**src/rtl/lin_wk_pkg.sv**
```systemverilog
package lin_wk_pkg;
  typedef enum logic [1:0] {
    WK_IDLE = 2'd0,
    WK_DOM  = 2'd1,
    WK_QUAL = 2'd2
  } wk_state_e;
endpackage

```
**src/rtl/lin_wk_timer.sv**
```systemverilog
module lin_wk_timer #(
  parameter int LIMIT = 90
) (
  input  logic clk,
  input  logic rst_n,
  input  logic clr_i,
  input  logic step_i,
  output logic done_o
);
  localparam int CW = $clog2(LIMIT + 1);
  localparam logic [CW-1:0] LIM = CW'(LIMIT);

  logic [CW-1:0] cnt_q;
  logic [CW-1:0] cnt_d;
  logic          cnt_en;

  assign done_o = (cnt_q >= LIM);

  always_comb begin
    cnt_en = clr_i | (step_i & ~done_o);
    cnt_d  = clr_i ? '0 : cnt_q + 1'b1;
  end

  always_ff @(posedge clk or negedge rst_n) begin
    if (!rst_n) begin
      cnt_q <= '0;
    end else if (cnt_en) begin
      cnt_q <= cnt_d;
    end
  end

  AST_CNT_SATURATED: assert property (@(posedge clk) disable iff (!rst_n)
    cnt_q <= LIM);
  AST_CNT_HOLD_AT_LIMIT: assert property (@(posedge clk) disable iff (!rst_n)
    (done_o && !clr_i) |=> done_o);
endmodule

```
**src/rtl/lin_wk_prewake.sv**
```systemverilog
module lin_wk_prewake (
  input  logic clk,
  input  logic rst_n,
  input  logic arm_i,
  input  logic bus_rx_i,
  output logic prewake_o
);
  logic pw_q;
  logic pw_d;

  always_comb begin
    if (!arm_i) begin
      pw_d = 1'b0;
    end else begin
      pw_d = pw_q | ~bus_rx_i;
    end
  end

  always_ff @(posedge clk or negedge rst_n) begin
    if (!rst_n) begin
      pw_q <= 1'b0;
    end else begin
      pw_q <= pw_d;
    end
  end

  assign prewake_o = pw_q;

  AST_PREWAKE_STICKY: assert property (@(posedge clk) disable iff (!rst_n)
    (prewake_o && arm_i) |=> prewake_o);
  AST_PREWAKE_ON_DOM: assert property (@(posedge clk) disable iff (!rst_n)
    (arm_i && !bus_rx_i) |=> prewake_o);
endmodule

```
**src/rtl/lin_wk_fsm.sv**
```systemverilog
module lin_wk_fsm
  import lin_wk_pkg::*;
(
  input  logic clk,
  input  logic rst_n,
  input  logic arm_i,
  input  logic bus_rx_i,
  input  logic tick_i,
  input  logic tmr_done_i,
  output logic tmr_clr_o,
  output logic tmr_step_o,
  output logic wake_o
);
  wk_state_e st_q;
  wk_state_e st_d;
  logic      wake_q;
  logic      wake_d;

  always_comb begin
    st_d   = st_q;
    wake_d = 1'b0;
    if (!arm_i) begin
      st_d = WK_IDLE;
    end else begin
      case (st_q)
        WK_IDLE: begin
          if (!bus_rx_i) st_d = WK_DOM;
        end
        WK_DOM: begin
          if (bus_rx_i) begin
            st_d   = WK_IDLE;
            wake_d = tmr_done_i;
          end else if (tmr_done_i) begin
            st_d = WK_QUAL;
          end
        end
        WK_QUAL: begin
          if (bus_rx_i) begin
            st_d   = WK_IDLE;
            wake_d = 1'b1;
          end
        end
        default: st_d = WK_IDLE;
      endcase
    end
  end

  always_ff @(posedge clk or negedge rst_n) begin
    if (!rst_n) begin
      st_q   <= WK_IDLE;
      wake_q <= 1'b0;
    end else begin
      st_q   <= st_d;
      wake_q <= wake_d;
    end
  end

  assign tmr_clr_o  = ~arm_i | (st_q == WK_IDLE);
  assign tmr_step_o = arm_i & (st_q == WK_DOM) & ~bus_rx_i & tick_i;
  assign wake_o     = wake_q;

  AST_QUAL_NEEDS_TIMER: assert property (@(posedge clk) disable iff (!rst_n)
    (st_q == WK_QUAL) |-> tmr_done_i);
  AST_NO_WAKE_WHILE_DOM: assert property (@(posedge clk) disable iff (!rst_n)
    (arm_i && !bus_rx_i) |=> !wake_q);
endmodule

```
**src/rtl/lin_wake_filter.sv**
```systemverilog
module lin_wake_filter #(
  parameter int FILT_US = 90
) (
  input  logic clk,
  input  logic rst_n,
  input  logic arm_i,
  input  logic bus_rx_i,
  input  logic us_tick_i,
  output logic wake_req_o,
  output logic prewake_o
);
  logic tmr_clr;
  logic tmr_step;
  logic tmr_done;

  lin_wk_fsm u_fsm (
    .clk        (clk),
    .rst_n      (rst_n),
    .arm_i      (arm_i),
    .bus_rx_i   (bus_rx_i),
    .tick_i     (us_tick_i),
    .tmr_done_i (tmr_done),
    .tmr_clr_o  (tmr_clr),
    .tmr_step_o (tmr_step),
    .wake_o     (wake_req_o)
  );

  lin_wk_timer #(.LIMIT(FILT_US)) u_tmr (
    .clk    (clk),
    .rst_n  (rst_n),
    .clr_i  (tmr_clr),
    .step_i (tmr_step),
    .done_o (tmr_done)
  );

  lin_wk_prewake u_pw (
    .clk       (clk),
    .rst_n     (rst_n),
    .arm_i     (arm_i),
    .bus_rx_i  (bus_rx_i),
    .prewake_o (prewake_o)
  );

  AST_WAKE_SINGLE: assert property (@(posedge clk) disable iff (!rst_n)
    wake_req_o |=> !wake_req_o);
  AST_WAKE_ON_RISE: assert property (@(posedge clk) disable iff (!rst_n)
    $rose(wake_req_o) |-> ($past(bus_rx_i) && $past(arm_i)));
  AST_DISARM_QUIET: assert property (@(posedge clk) disable iff (!rst_n)
    !arm_i |=> (!wake_req_o && !prewake_o));
endmodule

```
**config.mk**
```make
export PLATFORM = sky130hd
export DESIGN_NAME = lin_wake_filter
export DESIGN_NICKNAME = d
export VERILOG_FILES = /design/src/rtl/lin_wk_pkg.sv /design/src/rtl/lin_wk_timer.sv /design/src/rtl/lin_wk_prewake.sv /design/src/rtl/lin_wk_fsm.sv /design/src/rtl/lin_wake_filter.sv
export SDC_FILE = /design/constraint.sdc
export NUM_CORES = 1
export LEC_CHECK = 0
export CAP_MARGIN = 10
export CORE_AREA = 4 4 41 43
export CTS_CLUSTER_DIAMETER = 30
export DETAILED_ROUTE_END_ITERATION = 8
export DIE_AREA = 0 0 45 47
export GPL_ROUTABILITY_DRIVEN = 0
export HOLD_SLACK_MARGIN = 0.12
export PLACE_DENSITY = 0.75
export SLEW_MARGIN = 20
export SYNTH_ARGS = -nofsm -noshare
export SYNTH_HDL_FRONTEND = slang
export SYNTH_SLANG_ARGS = --single-unit
```
**constraint.sdc**
```tcl
create_clock -name clk -period 2.8 [get_ports clk]
set_input_delay 0.42 -clock clk [delete_from_list [all_inputs] [get_ports clk]]
set_output_delay 0.42 -clock clk [all_outputs]
set_load 0.01 [all_outputs]
```
# Word level (Yosys, flattened, before mapping)
# Index checks and enable logic that the tools add are counted.
dict set report classes {
  n_addsub 1
  magnitude_cmp 1
  n_eq_ne 5
  mux 12
  bitwise_logic 10
  reduce_logical 2
}
# op n
set op_table {}
lappend op_table {{2-bit 2-to-1 mux} 5}
lappend op_table {{7-bit by 1-bit adder with 7-bit output, second input constant} 1}
lappend op_table {{7-bit >= comparator, second input constant} 1}
lappend op_table {{7-bit 2-to-1 mux} 1}
lappend op_table {{3-bit != test, second input constant} 2}
lappend op_table {{2-bit case mux with 3 select lines} 1}
lappend op_table {{1-bit bitwise AND} 4}
lappend op_table {{1-bit 2-to-1 mux} 4}
lappend op_table {{4-bit by 3-bit != test with 1-bit output, second input constant} 1}
lappend op_table {{1-bit inverter} 3}
lappend op_table {{1-bit OR} 3}
lappend op_table {{3-bit AND reduction} 1}
lappend op_table {{2-bit by 1-bit == test with 1-bit output, second input constant} 1}
lappend op_table {{2-bit == test, second input constant} 1}
lappend op_table {{2-bit zero test} 1}
lappend op_table {{1-bit case mux with 2 select lines} 1}
dict set report totals {
  regBits 11
  inputBits 5
  out_inout_bits 2
  word_cells 35
}

# Longest topological paths before layout
dict set report depth {
  depth_word 6
  mapped_depth 7
  mapped_depth_nobuf 6
}

# Modules after synthesis
# A second synthesis with hierarchy kept.
dict set report unflattened {
  cells_unflattened 72
  hier_area_um2 737.0
}
# mod n_inst cells_per_inst area_per_inst_um2 seq_area_each_um2
set by_module_without_submodules {}
lappend by_module_without_submodules {lin_wk_timer 1 44 459.2 175.2}
lappend by_module_without_submodules {lin_wk_fsm 1 25 241.5 75.1}
lappend by_module_without_submodules {lin_wk_prewake 1 3 36.3 25.0}

# Worst setup path before layout
# No wires, ideal clock.
dict set report synth_timing {
  path_kind {reg-to-reg}
  startpoint {reg u_tmr.cnt_q[0]}
  endpoint {reg u_tmr.cnt_q[3]}
  setup_ns 0.120
  arrival_time_ns 1.780
  path_slack_ns 0.901
  stages_incl_launch_ff 8
  n_path_buf 1
  synth_period_minus_slack_ns 1.899
  path_cell_list {dfrtp_1 > inv_1 > ha_1 > o311a_4 > a2111oi_4 > buf_6 > a21oi_1 > a31o_1}
}
dict set report synth_via {
  elab_chain_len 4
}
# element line
set synth_rtl {}
lappend synth_rtl {{start: declaration} lin_wk_timer.sv:13} ;# logic [CW-1:0] cnt_q;
lappend synth_rtl {{start signal: assignment} lin_wk_timer.sv:28} ;# cnt_q <= cnt_d;
lappend synth_rtl {{7-bit >= comparator} lin_wk_timer.sv:17} ;# assign done_o = (cnt_q >= LIM);
lappend synth_rtl {{1-bit inverter} lin_wk_timer.sv:20} ;# cnt_en = clr_i | (step_i & ~done_o);
lappend synth_rtl {{1-bit bitwise AND} lin_wk_timer.sv:20}
lappend synth_rtl {{1-bit OR} lin_wk_timer.sv:20}
# Several ways; a longest one is shown, not always the timed one.
# A chain may end at the register's enable or synchronous reset.

# Final worst setup path
dict set report layout_timing {
  startpoint {reg u_tmr.cnt_q[0]}
  endpoint {reg u_tmr.cnt_q[2]}
}
# Same word-level chain as after synthesis.

==> impl_metrics.env <==
export IMPL_switching_power_mw=0.08336
export IMPL_syn_avg_cell_area_um2=9.684
export IMPL_die_x_um=45
export IMPL_power_frac_seq_pct=51.6
export IMPL_cts_root_buf="clkbuf_4"
export IMPL_cpLargestDelayFamily="compound AO/OA/AOI/OAI gates"
export IMPL_slew_headroom_pct=55.60
export IMPL_cts_resized=0
export IMPL_setup_viol=0
export IMPL_clkLatencyLatePin_ns=0.27
export IMPL_cts_hold_buf=0
export IMPL_status="completed"
export IMPL_vias=526
export IMPL_drive_above_1_share_pct=13.41
export IMPL_syn_inst=73
export IMPL_yosysSeqAreaShare_pct=38.94
export IMPL_grt_pass1_wl_mm=1.980
export IMPL_worst_pin_slew_ns=0.6660
export IMPL_htree_levels=1
export IMPL_dp_slack_ns=0.4338
export IMPL_area_growth_syn_to_layout_pct=13.27
export IMPL_dr_wl_met2_um=450
export IMPL_synth_seq_cells=11
export IMPL_grt_usage_pct=13.90
export IMPL_drt_total_wl_mm=1.172
export IMPL_fmax_mhz=448.0
export IMPL_wl_met1_um=629
export IMPL_n_antenna_cell=0
export IMPL_path_clk_slew_ns=0.07
export IMPL_dp_final_hpwl_um=897.2
export IMPL_crit_fanout=11
export IMPL_remaining_drc_errors=0
export IMPL_cp_start_kind="register"
export IMPL_die_y_um=47
export IMPL_fin_setup_tns_ns=0
export IMPL_portBuffers=6
export IMPL_cts_setup_buffers=0
export IMPL_power_total_mw=0.3212
export IMPL_core_area_um2=1301
export IMPL_crit_slowest_cell="a2111oi_4"
export IMPL_end_kind="register"
export IMPL_netlist_area_um2=706.9
export IMPL_grt_pass1_vias=463
export IMPL_critical_path_class="register to register"
export IMPL_comb_power_share_pct=14.6
export IMPL_rows=13
export IMPL_finalHoldViolCount=0
export IMPL_wl_met3_um=73
export IMPL_clkPwrFrac_pct=33.8
export IMPL_crit_required_ns=2.96
export IMPL_grt_max_degree=12
export IMPL_power_density_nw_per_um2=401.1
export IMPL_num_nets_final=93
export IMPL_p_leak_nw=0.3603
export IMPL_detail_route_antenna_nets=0
export IMPL_cts_tree="done"
export IMPL_swShare_pct=25.95
export IMPL_cp_num_buf_inv=1
export IMPL_io_pins=7
export IMPL_fin_crit_ns=2.232
export IMPL_mostFrequentLayoutCell="dfrtp_1"
export IMPL_start_util_pct=54.33
export IMPL_drtPass1Iterations=4
export IMPL_synth_cell_types=28
export IMPL_period_share_pct=79.71
export IMPL_overflow=0
export IMPL_synth_nets=83
export IMPL_cap_violations=0
export IMPL_cts_sinks=11
export IMPL_p_int_mw=0.2379
export IMPL_clockBufferDepth=2
export IMPL_drtIter0Drc=13
export IMPL_final_area_um2=800.8
export IMPL_hold_class="input port to async pin"
export IMPL_setup_slack_ns=0.5680
export IMPL_routed_top_layer="met4"
export IMPL_crit_arrival_ns=2.39
export IMPL_irDropWorstVdd_v=0.0002200
export IMPL_wl_per_cell_um=12.08
export IMPL_most_common_layout_cells="dfrtp_1, nor2_1, inv_1, nand2_1, clkdlybuf4s50_1"
export IMPL_placed_cell_area_um2=774.5
export IMPL_crit_chain="inv_1, ha_1, o311a_4, a2111oi_4, a21oi_1, a31o_2"
export IMPL_numCtsBuffers=3
export IMPL_die_area_um2=2115
export IMPL_max_stage_delay_ns=0.68
export IMPL_antenna_found_initial=0
export IMPL_rsz0062_at_grt="no"
export IMPL_routed_via_density=5.423
export IMPL_fin_skew_ns=0.004131
export IMPL_slew_violations=0
export IMPL_ys_warn_count=0
==> synthesized netlist by cell type <==
| cell type | instances | area share (%) |
|---|---|---|
| nor2_1 | 8 | 4.2 |
| a31oi_1 | 2 | 1.8 |
| nand2_1 | 6 | 3.2 |
| and2_1 | 2 | 1.8 |
| xnor2_1 | 1 | 1.2 |
| a211oi_1 | 1 | 1.1 |
| buf_6 | 1 | 1.6 |
| nor2b_1 | 2 | 1.8 |
| nand3b_1 | 1 | 1.1 |
| o311a_4 | 1 | 3.0 |
| a31o_2 | 1 | 1.2 |
| or2_2 | 1 | 0.89 |
| inv_1 | 6 | 3.2 |
| nand2b_1 | 2 | 1.8 |
| nand3_1 | 3 | 2.1 |
| a21oi_1 | 5 | 3.5 |
| a31o_1 | 3 | 3.7 |
| and3_2 | 3 | 3.2 |
| dfrtp_1 | 11 | 39 |
| o21ai_0 | 1 | 0.71 |
| o211ai_1 | 1 | 1.1 |
| and4_2 | 1 | 1.4 |
| ha_1 | 5 | 8.8 |
| a2111oi_4 | 1 | 3.9 |
| a21boi_0 | 1 | 1.1 |
| or4_1 | 1 | 1.1 |
| mux2i_1 | 1 | 1.4 |
| o311ai_0 | 1 | 1.2 |
==> cells by family (layout without fill, tap and decap cells) <==
logic type / after synthesis / after routing / share of synthesized area (%)
fa+ha+maj: 5 / 5 / 8.850
compound gates: 18 / 18 / 22.30
mux: 1 / 1 / 1.416
flops: 11 / 11 / 38.94
xor+xnor: 1 / 1 / 1.239
simple gates: 30 / 30 / 22.48
buf+inv: 7 / 16 / 4.778
==> sequential cells by signal, summed over array words and instances (netlist names) <==
name            count
u_fsm.st_q          2
u_fsm.wake_o        1
u_pw.prewake_o      1
u_tmr.cnt_q         7
==> final timing paths <==
| kind | start | endpoint | slack [ns] | cells past startpoint |
|---|---|---|---|---|
| max in group asynchronous | rst_n | u_fsm.st_q[0] | 1.99 | 1 |
| min in group clk | u_pw.prewake_o | u_pw.prewake_o | 0.55 | 2 |
| max | u_tmr.cnt_q[0] | u_tmr.cnt_q[2] | 0.57 | 6 |
| min | rst_n | u_tmr.cnt_q[2] | 0.48 | 1 |
| min reg2reg | u_pw.prewake_o | u_pw.prewake_o | 0.55 | 2 |
| max reg2reg | u_tmr.cnt_q[0] | u_tmr.cnt_q[2] | 0.57 | 6 |
==> layer usage <==
layer  up-vias  global-route usage, %
met5         -                      0
met4         0                  8.772
met3         2                  5.747
met2        13                  17.51
met1       235                  19.25
li1        276                      -
==> final cells by class <==
type | instances | area (µm²)
Fill cell | 119 | 500.5
Multi-Input combinational cell | 55 | 397.9
Sequential cell | 11 | 275.3
Timing Repair Buffer | 6 | 60.06
Clock buffer | 4 | 26.28
Inverter | 6 | 22.52
Tap cell | 15 | 18.77
==> power groups by stage <==
stage                     sequential [mW]  clock (mW)  combinational, mW
after floorplan                     0.169           0             0.0288
after CTS                           0.166       0.113             0.0475
final                               0.166       0.108             0.0470
after global placement              0.169           0             0.0470
after global routing                0.167       0.120             0.0525
after detailed placement            0.169           0             0.0472
==> per-stage QoR <==
| step | std cells | utilization, % | hold slack (ns) |
|---|---|---|---|
| 2_1_floorplan | 73 | - | 0.1244 |
| 3_3_place_gp | 93 | 59.52 | 0.5373 |
| 3_5_place_dp | 93 | 59.52 | 0.5472 |
| 4_1_cts | 97 | 61.54 | 0.4988 |
| 5_1_grt | 97 | 61.54 | 0.5187 |
| 6_report | 97 | 61.54 | 0.4790 |
Note: power is estimated with default switching activity, not from simulation.
